### src/rtl/far_ret_pkg.sv
package far_ret_pkg;
  localparam int DW      = 32;
  localparam int SP_W    = 16;
  localparam int SEL_W   = 16;
  localparam int IMM_W   = 16;
  localparam int SLOT_N  = 3;
  localparam int IDX_W   = $clog2(SLOT_N);
  localparam int OFS_W   = IMM_W + 2;
  localparam logic [DW-1:0] FLG_LOAD_MASK = 32'h0025_7FD5;

  typedef enum logic [1:0] {ST_IDLE, ST_POP, ST_FIN} st_e;

  // slot order is the pop order on the stack
  localparam int SL_IP  = 0;
  localparam int SL_SEL = 1;
  localparam int SL_FLG = 2;

  function automatic logic [DW-1:0] stk_adv(input logic [DW-1:0] sp,
                                            input logic [OFS_W-1:0] ofs,
                                            input logic big);
    logic [SP_W-1:0] lo;
    lo = sp[SP_W-1:0] + ofs[SP_W-1:0];
    if (big) return sp + DW'(ofs);
    return {sp[DW-1:SP_W], lo};
  endfunction
endpackage

### src/rtl/frs_ctrl.sv
module frs_ctrl
  import far_ret_pkg::*;
(
  input  logic             clk_i,
  input  logic             rst_ni,
  input  logic             start_i,
  input  logic             is_iret_i,
  input  logic             big_i,
  input  logic [IMM_W-1:0] imm_i,
  input  logic             pop_valid_i,
  input  logic             pop_fault_i,
  output st_e              st_o,
  output logic [IDX_W-1:0] idx_o,
  output logic             iret_o,
  output logic             big_o,
  output logic [IMM_W-1:0] imm_o,
  output logic             accept_o,
  output logic             take_o,
  output logic             abort_o
);
  st_e              st_q;
  logic [IDX_W-1:0] idx_q;
  logic             iret_q, big_q;
  logic [IMM_W-1:0] imm_q;
  logic             last;

  assign accept_o = (st_q == ST_IDLE) && start_i;
  assign take_o   = (st_q == ST_POP) && pop_valid_i && !pop_fault_i;
  assign abort_o  = (st_q == ST_POP) && pop_valid_i && pop_fault_i;
  assign last     = idx_q == (iret_q ? IDX_W'(SLOT_N-1) : IDX_W'(SLOT_N-2));

  always_ff @(posedge clk_i or negedge rst_ni) begin
    if (!rst_ni) begin
      st_q   <= ST_IDLE;
      idx_q  <= '0;
      iret_q <= 1'b0;
      big_q  <= 1'b0;
      imm_q  <= '0;
    end else begin
      unique case (st_q)
        ST_IDLE: if (start_i) begin
          st_q   <= ST_POP;
          idx_q  <= '0;
          iret_q <= is_iret_i;
          big_q  <= big_i;
          imm_q  <= imm_i;
        end
        ST_POP: begin
          if (abort_o)                st_q  <= ST_IDLE;
          else if (take_o && last)    st_q  <= ST_FIN;
          else if (take_o)            idx_q <= idx_q + 1'b1;
        end
        ST_FIN:  st_q <= ST_IDLE;
        default: st_q <= ST_IDLE;
      endcase
    end
  end

  assign st_o   = st_q;
  assign idx_o  = idx_q;
  assign iret_o = iret_q;
  assign big_o  = big_q;
  assign imm_o  = imm_q;
endmodule

### src/rtl/frs_capture.sv
module frs_capture
  import far_ret_pkg::*;
(
  input  logic             clk_i,
  input  logic             rst_ni,
  input  logic             take_i,
  input  logic [IDX_W-1:0] idx_i,
  input  logic [DW-1:0]    data_i,
  output logic [DW-1:0]    slots_o [SLOT_N]
);
  for (genvar s = 0; s < SLOT_N; s++) begin : g_slot
    always_ff @(posedge clk_i or negedge rst_ni) begin
      if (!rst_ni)                             slots_o[s] <= '0;
      else if (take_i && idx_i == IDX_W'(s))   slots_o[s] <= data_i;
    end
  end
endmodule

### src/rtl/frs_commit.sv
module frs_commit
  import far_ret_pkg::*;
(
  input  logic [DW-1:0]    esp_i,
  input  logic [OFS_W-1:0] ofs_i,
  input  logic             big_i,
  input  logic [DW-1:0]    ip_i,
  input  logic [DW-1:0]    sel_raw_i,
  input  logic [DW-1:0]    flg_raw_i,
  input  logic [DW-1:0]    flags_i,
  input  logic [DW-1:0]    limit_i,
  output logic             lim_ok_o,
  output logic [DW-1:0]    esp_o,
  output logic [DW-1:0]    flags_o,
  output logic [SEL_W-1:0] sel_o
);
  logic unused_sel_hi;

  assign lim_ok_o      = ip_i <= limit_i;
  assign esp_o         = stk_adv(esp_i, ofs_i, big_i);
  assign flags_o       = (flg_raw_i & FLG_LOAD_MASK) | (flags_i & ~FLG_LOAD_MASK);
  assign sel_o         = sel_raw_i[SEL_W-1:0];
  assign unused_sel_hi = ^sel_raw_i[DW-1:SEL_W];
endmodule

### src/rtl/far_ret_seq.sv
module far_ret_seq
  import far_ret_pkg::*;
(
  input  logic             clk_i,
  input  logic             rst_ni,
  input  logic             start_i,
  input  logic             is_iret_i,
  input  logic [IMM_W-1:0] imm_i,
  input  logic             ss_big_i,
  input  logic [DW-1:0]    esp_i,
  input  logic [DW-1:0]    cs_limit_i,
  input  logic [DW-1:0]    flags_i,
  output logic             pop_req_o,
  output logic [DW-1:0]    pop_addr_o,
  input  logic             pop_valid_i,
  input  logic [DW-1:0]    pop_data_i,
  input  logic             pop_fault_i,
  output logic             pf_flush_o,
  output logic             nmi_unblock_o,
  output logic             stk_fault_o,
  output logic             gp_fault_o,
  output logic             done_o,
  output logic [DW-1:0]    eip_o,
  output logic [SEL_W-1:0] cs_sel_o,
  output logic             cs_we_o,
  output logic             esp_we_o,
  output logic [DW-1:0]    esp_wdata_o,
  output logic             flags_we_o,
  output logic [DW-1:0]    flags_wdata_o
);
  st_e              st;
  logic [IDX_W-1:0] idx;
  logic             iret_q, big_q, accept, take, abort, lim_ok, fin;
  logic [IMM_W-1:0] imm_q;
  logic [DW-1:0]    slots [SLOT_N];
  logic [OFS_W-1:0] rel_ofs, pop_ofs;
  logic [IDX_W:0]   n_pops;

  frs_ctrl u_ctrl (
    .clk_i, .rst_ni, .start_i, .is_iret_i,
    .big_i(ss_big_i), .imm_i, .pop_valid_i, .pop_fault_i,
    .st_o(st), .idx_o(idx), .iret_o(iret_q), .big_o(big_q), .imm_o(imm_q),
    .accept_o(accept), .take_o(take), .abort_o(abort)
  );

  frs_capture u_cap (
    .clk_i, .rst_ni, .take_i(take), .idx_i(idx), .data_i(pop_data_i), .slots_o(slots)
  );

  assign n_pops  = iret_q ? (IDX_W+1)'(SLOT_N) : (IDX_W+1)'(SLOT_N-1);
  assign rel_ofs = OFS_W'(imm_q) + OFS_W'({n_pops, 2'b00});
  assign pop_ofs = OFS_W'({idx, 2'b00});

  frs_commit u_cmt (
    .esp_i, .ofs_i(rel_ofs), .big_i(big_q),
    .ip_i(slots[SL_IP]), .sel_raw_i(slots[SL_SEL]), .flg_raw_i(slots[SL_FLG]),
    .flags_i, .limit_i(cs_limit_i),
    .lim_ok_o(lim_ok), .esp_o(esp_wdata_o), .flags_o(flags_wdata_o), .sel_o(cs_sel_o)
  );

  assign fin           = st == ST_FIN;
  assign pop_req_o     = st == ST_POP;
  assign pop_addr_o    = stk_adv(esp_i, pop_ofs, big_q);
  assign pf_flush_o    = accept;
  assign nmi_unblock_o = accept && is_iret_i;
  assign stk_fault_o   = abort;
  assign gp_fault_o    = fin && !lim_ok;
  assign done_o        = fin && lim_ok;
  assign cs_we_o       = done_o;
  assign esp_we_o      = done_o;
  assign flags_we_o    = done_o && iret_q;
  assign eip_o         = slots[SL_IP];
endmodule

### config.mk
export PLATFORM = sky130hd
export DESIGN_NAME = far_ret_seq
export DESIGN_NICKNAME = d
export VERILOG_FILES = /design/src/rtl/far_ret_pkg.sv /design/src/rtl/frs_ctrl.sv /design/src/rtl/frs_capture.sv /design/src/rtl/frs_commit.sv /design/src/rtl/far_ret_seq.sv
export SDC_FILE = /design/constraint.sdc
export NUM_CORES = 1
export LEC_CHECK = 0
export BUFFER_PORTS_ARGS = -buffer_cell sky130_fd_sc_hd__buf_4
export CAP_MARGIN = 20
export CORE_MARGIN = 2
export CORE_UTILIZATION = 30
export CTS_BUF_LIST = sky130_fd_sc_hd__clkbuf_16
export DETAILED_ROUTE_END_ITERATION = 10
export PLACE_DENSITY = 0.61
export SKIP_CTS_REPAIR_TIMING = 1
export SLEW_MARGIN = 5
export SYNTH_ARGS = -nofsm -noshare
export SYNTH_HDL_FRONTEND = slang
export SYNTH_SLANG_ARGS = --single-unit
### constraint.sdc
create_clock -name clk_i -period 3.5 [get_ports clk_i]
set_clock_uncertainty 0.1 [all_clocks]
set_input_delay 0.525 -clock clk_i [delete_from_list [all_inputs] [get_ports clk_i]]
set_output_delay 0.525 -clock clk_i [all_outputs]
set_load 0.1 [all_outputs]
==> results.md <==
* Die Span Y at 151.2 um
* Synth Flop Type: dfrtp_1
* Mapped Cells at 661
* YS warnings at 0
* Vias at 6114
* Crit. End Element: output port
* CTS root buf: clkbuf_16
* Final period utilization at 1.141
* Rows at 53
* FF-to-FF path depth at 5
* Inserted Clock Buffers at 9
* TritonCTS clock tree: done
* Startpoint types: flop
* Router iterations before antenna repair at 4
* DP Area at 9908 um2
* IO Count at 304
* CP Class: reg -> out
* Die Width at 151.2 um
* Failing checks: negative setup slack
* Via density at 4.856
* # setup viols final at 25
* Netlist cell types at 63
* Max-Cap Viols at 0
* Remaining DRCs at 0
* Total core area at 21150 um2
* Syn-to-layout area delta at 70.08%
* Tightest Hold Check Type: in -> async
* CTS Sinks at 85
* Final hold slack at 171.1 ps
* Max-Slew Margin vs Limit at 0.4113
* Yosys top cell by area: dfrtp_1
* CTS clock-pin slew for the worst setup and hold paths at 70 ps
* Yosys top cell area share at 0.3271
* Register area share after synthesis at 0.3271
* Detailed Route WL at 20870 um
* Most common cell after layout, fill and taps aside: buf_4
* Total gr overflow at 0
* Port Buffers at 254
* DRT iter0 DRCs at 109
* Yosys reg bits at 85
* ANT cells at 0
* Avg WL per Cell at 16.57 um
* Worst path arrival time at 3370 ps
* Antenna violations before repair at 1
* Vias in the first global route at 6062
* Avg Inst Size Synth at 9.837 um2
* Largest net degree at the start of global routing at 63
* GP Congestion at 0.8128
* CP required at 2870 ps
* Fin. Hold Viols at 0
* Clock insertion delay at the later pin of the skew report at 330 ps
* Finished Cell Area at 11060 um2
* RSZ-0062 raised after global routing: yes
* Setup WS post-layout at -492.6 ps
* Max Fclk at 0.2505 GHz
* Post-synthesis net count at 873
* Slew Viols, Final at 0
* Most frequent cells in the layout: 306 x buf_4, 77 x mux2_2, 55 x dfrtp_1
* Share of layout cells above drive strength 1 at 0.6159
* Fin crit period at 3993 ps
* Tightest Pin Transition at 880.9 ps
* Status: finished, violations left
* Largest cells by area after synthesis: dfrtp_1 33%, mux2_2 13%, ha_1 11%
* Number of synthesized flops with an enable pin at 0
* Clock Path Buffers at 2
* DP Wirelength at 16790 um
* Nets@finish at 1191
* Antenna-violating nets left at 0
* Die ar. at 22870 um2
* Initial Util at 0.3074
* # H-tree levels at 3
* GRT Util Overall at 0.1779
* Ys async rst share at 1.000
* First-pass GRT wire length at 31620 um
* Area of the mapped netlist at 6502 um2
* Maximum fanout along the worst path at 6
## cell usage after synthesis (3+ instances only)
cell and instances:
o21ai_0 18, clkbuf_1 7, o21ai_1 4, a21oi_1 28, and2_1 6, a21o_1 10, and3_1 18, o211ai_1 3
xnor2_1 40, inv_1 42, buf_4 22, o21a_1 11, nand2_1 58, ha_1 59, nand3_1 21, xor2_1 27
nor2_1 26, buf_6 5, nand4_1 15, dfrtp_1 85, and4_1 7, mux2_2 77, nor3_1 6, nor2b_1 5
buf_2 7, a31oi_1 7
## worst max-delay path, cell delays in order, from the launching register on
cell and delay (ps):
dfrtp_1 350, ha_2 200, inv_2 60, ha_4 160
buf_4 140, xnor2_2 120, ha_1 340, a21o_1 200
buf_4 140, a221oi_4 270, o21ai_2 110, a31oi_4 320
o41ai_2 120, buf_4 150, xor2_4 150, buf_12 190
## path summary, 6_finish.rpt
check | startpoint | to | slack, ps
max in group asynchronous | rst_ni | u_ctrl.imm_o[10]$_DFFE_PN0P_ | 2390
worst max-delay path | u_ctrl.imm_o[2]$_DFFE_PN0P_ | esp_wdata_o[20] | -490
worst min-delay path | rst_ni | u_cap.slots_o[83]$_DFFE_PN0P_ | 170
worst min register to register | u_cap.slots_o[21]$_DFFE_PN0P_ | u_cap.slots_o[21]$_DFFE_PN0P_ | 410
min in group clk_i | pop_fault_i | u_ctrl.st_o[1]$_DFFE_PN0P_ | 280
worst max register to register | u_ctrl.st_o[0]$_DFFE_PN0P_ | u_cap.slots_o[18]$_DFFE_PN0P_ | 1110
## sequential cells by signal, summed over array words and instances (netlist names)
signal / flops
u_ctrl.iret_o: 1
u_ctrl.imm_o: 16
u_cap.slots_o: 63
u_ctrl.st_o: 2
u_ctrl.idx_o: 2
u_ctrl.big_o: 1
## layout make-up
| cell class | instances | area [um2] |
|---|---|---|
| inverter | 43 | 161.4 |
| clock inverter | 7 | 115.1 |
| tap | 275 | 344.1 |
| timing repair buffer | 348 | 2942 |
| multi-input combinational | 492 | 5090 |
| clock buffer | 9 | 225.2 |
| fill | 1907 | 10090 |
| sequential | 85 | 2182 |
## cells by family (layout without fill, tap and decap cells)
family                   after synthesis  count (layout)  share of synthesized area
buffers and inverters                 84             407                    0.06831
adder cells (fa/ha/maj)               61              61                     0.1197
XOR/XNOR                              67              67                    0.09025
multiplexers                          77              77                     0.1333
AND/OR/NAND/NOR                      183             183                     0.1484
AO/OA/AOI/OAI                        104             104                     0.1130
flip-flops                            85              85                     0.3271
## per-layer routing
layer  up-vias  routed length (um)  GRT usage
li1       2950                   -          -
met1      2971                8221     0.2095
met2       174               10630     0.3170
met3        17                1787    0.05843
met4         2                 220    0.03364
met5         -                  11          0
## per-stage QoR
stage / setup TNS [ps] / cells / setup WS, ps / utilization
2_1_floorplan: -7547 / 661 / -758.6 / -
6_report: -8732 / 1259 / -492.6 / 0.5228
3_5_place_dp: -4834 / 1233 / -329.5 / 0.4684
3_3_place_gp: -4440 / 1233 / -284.1 / 0.4684
5_1_grt: -13150 / 1259 / -645.4 / 0.5228
4_1_cts: -13880 / 1249 / -711.3 / 0.4845
Power is left out: the tool's default activity adds up to more than one toggle a clock period on the data nets, which glitch-free logic cannot reach.
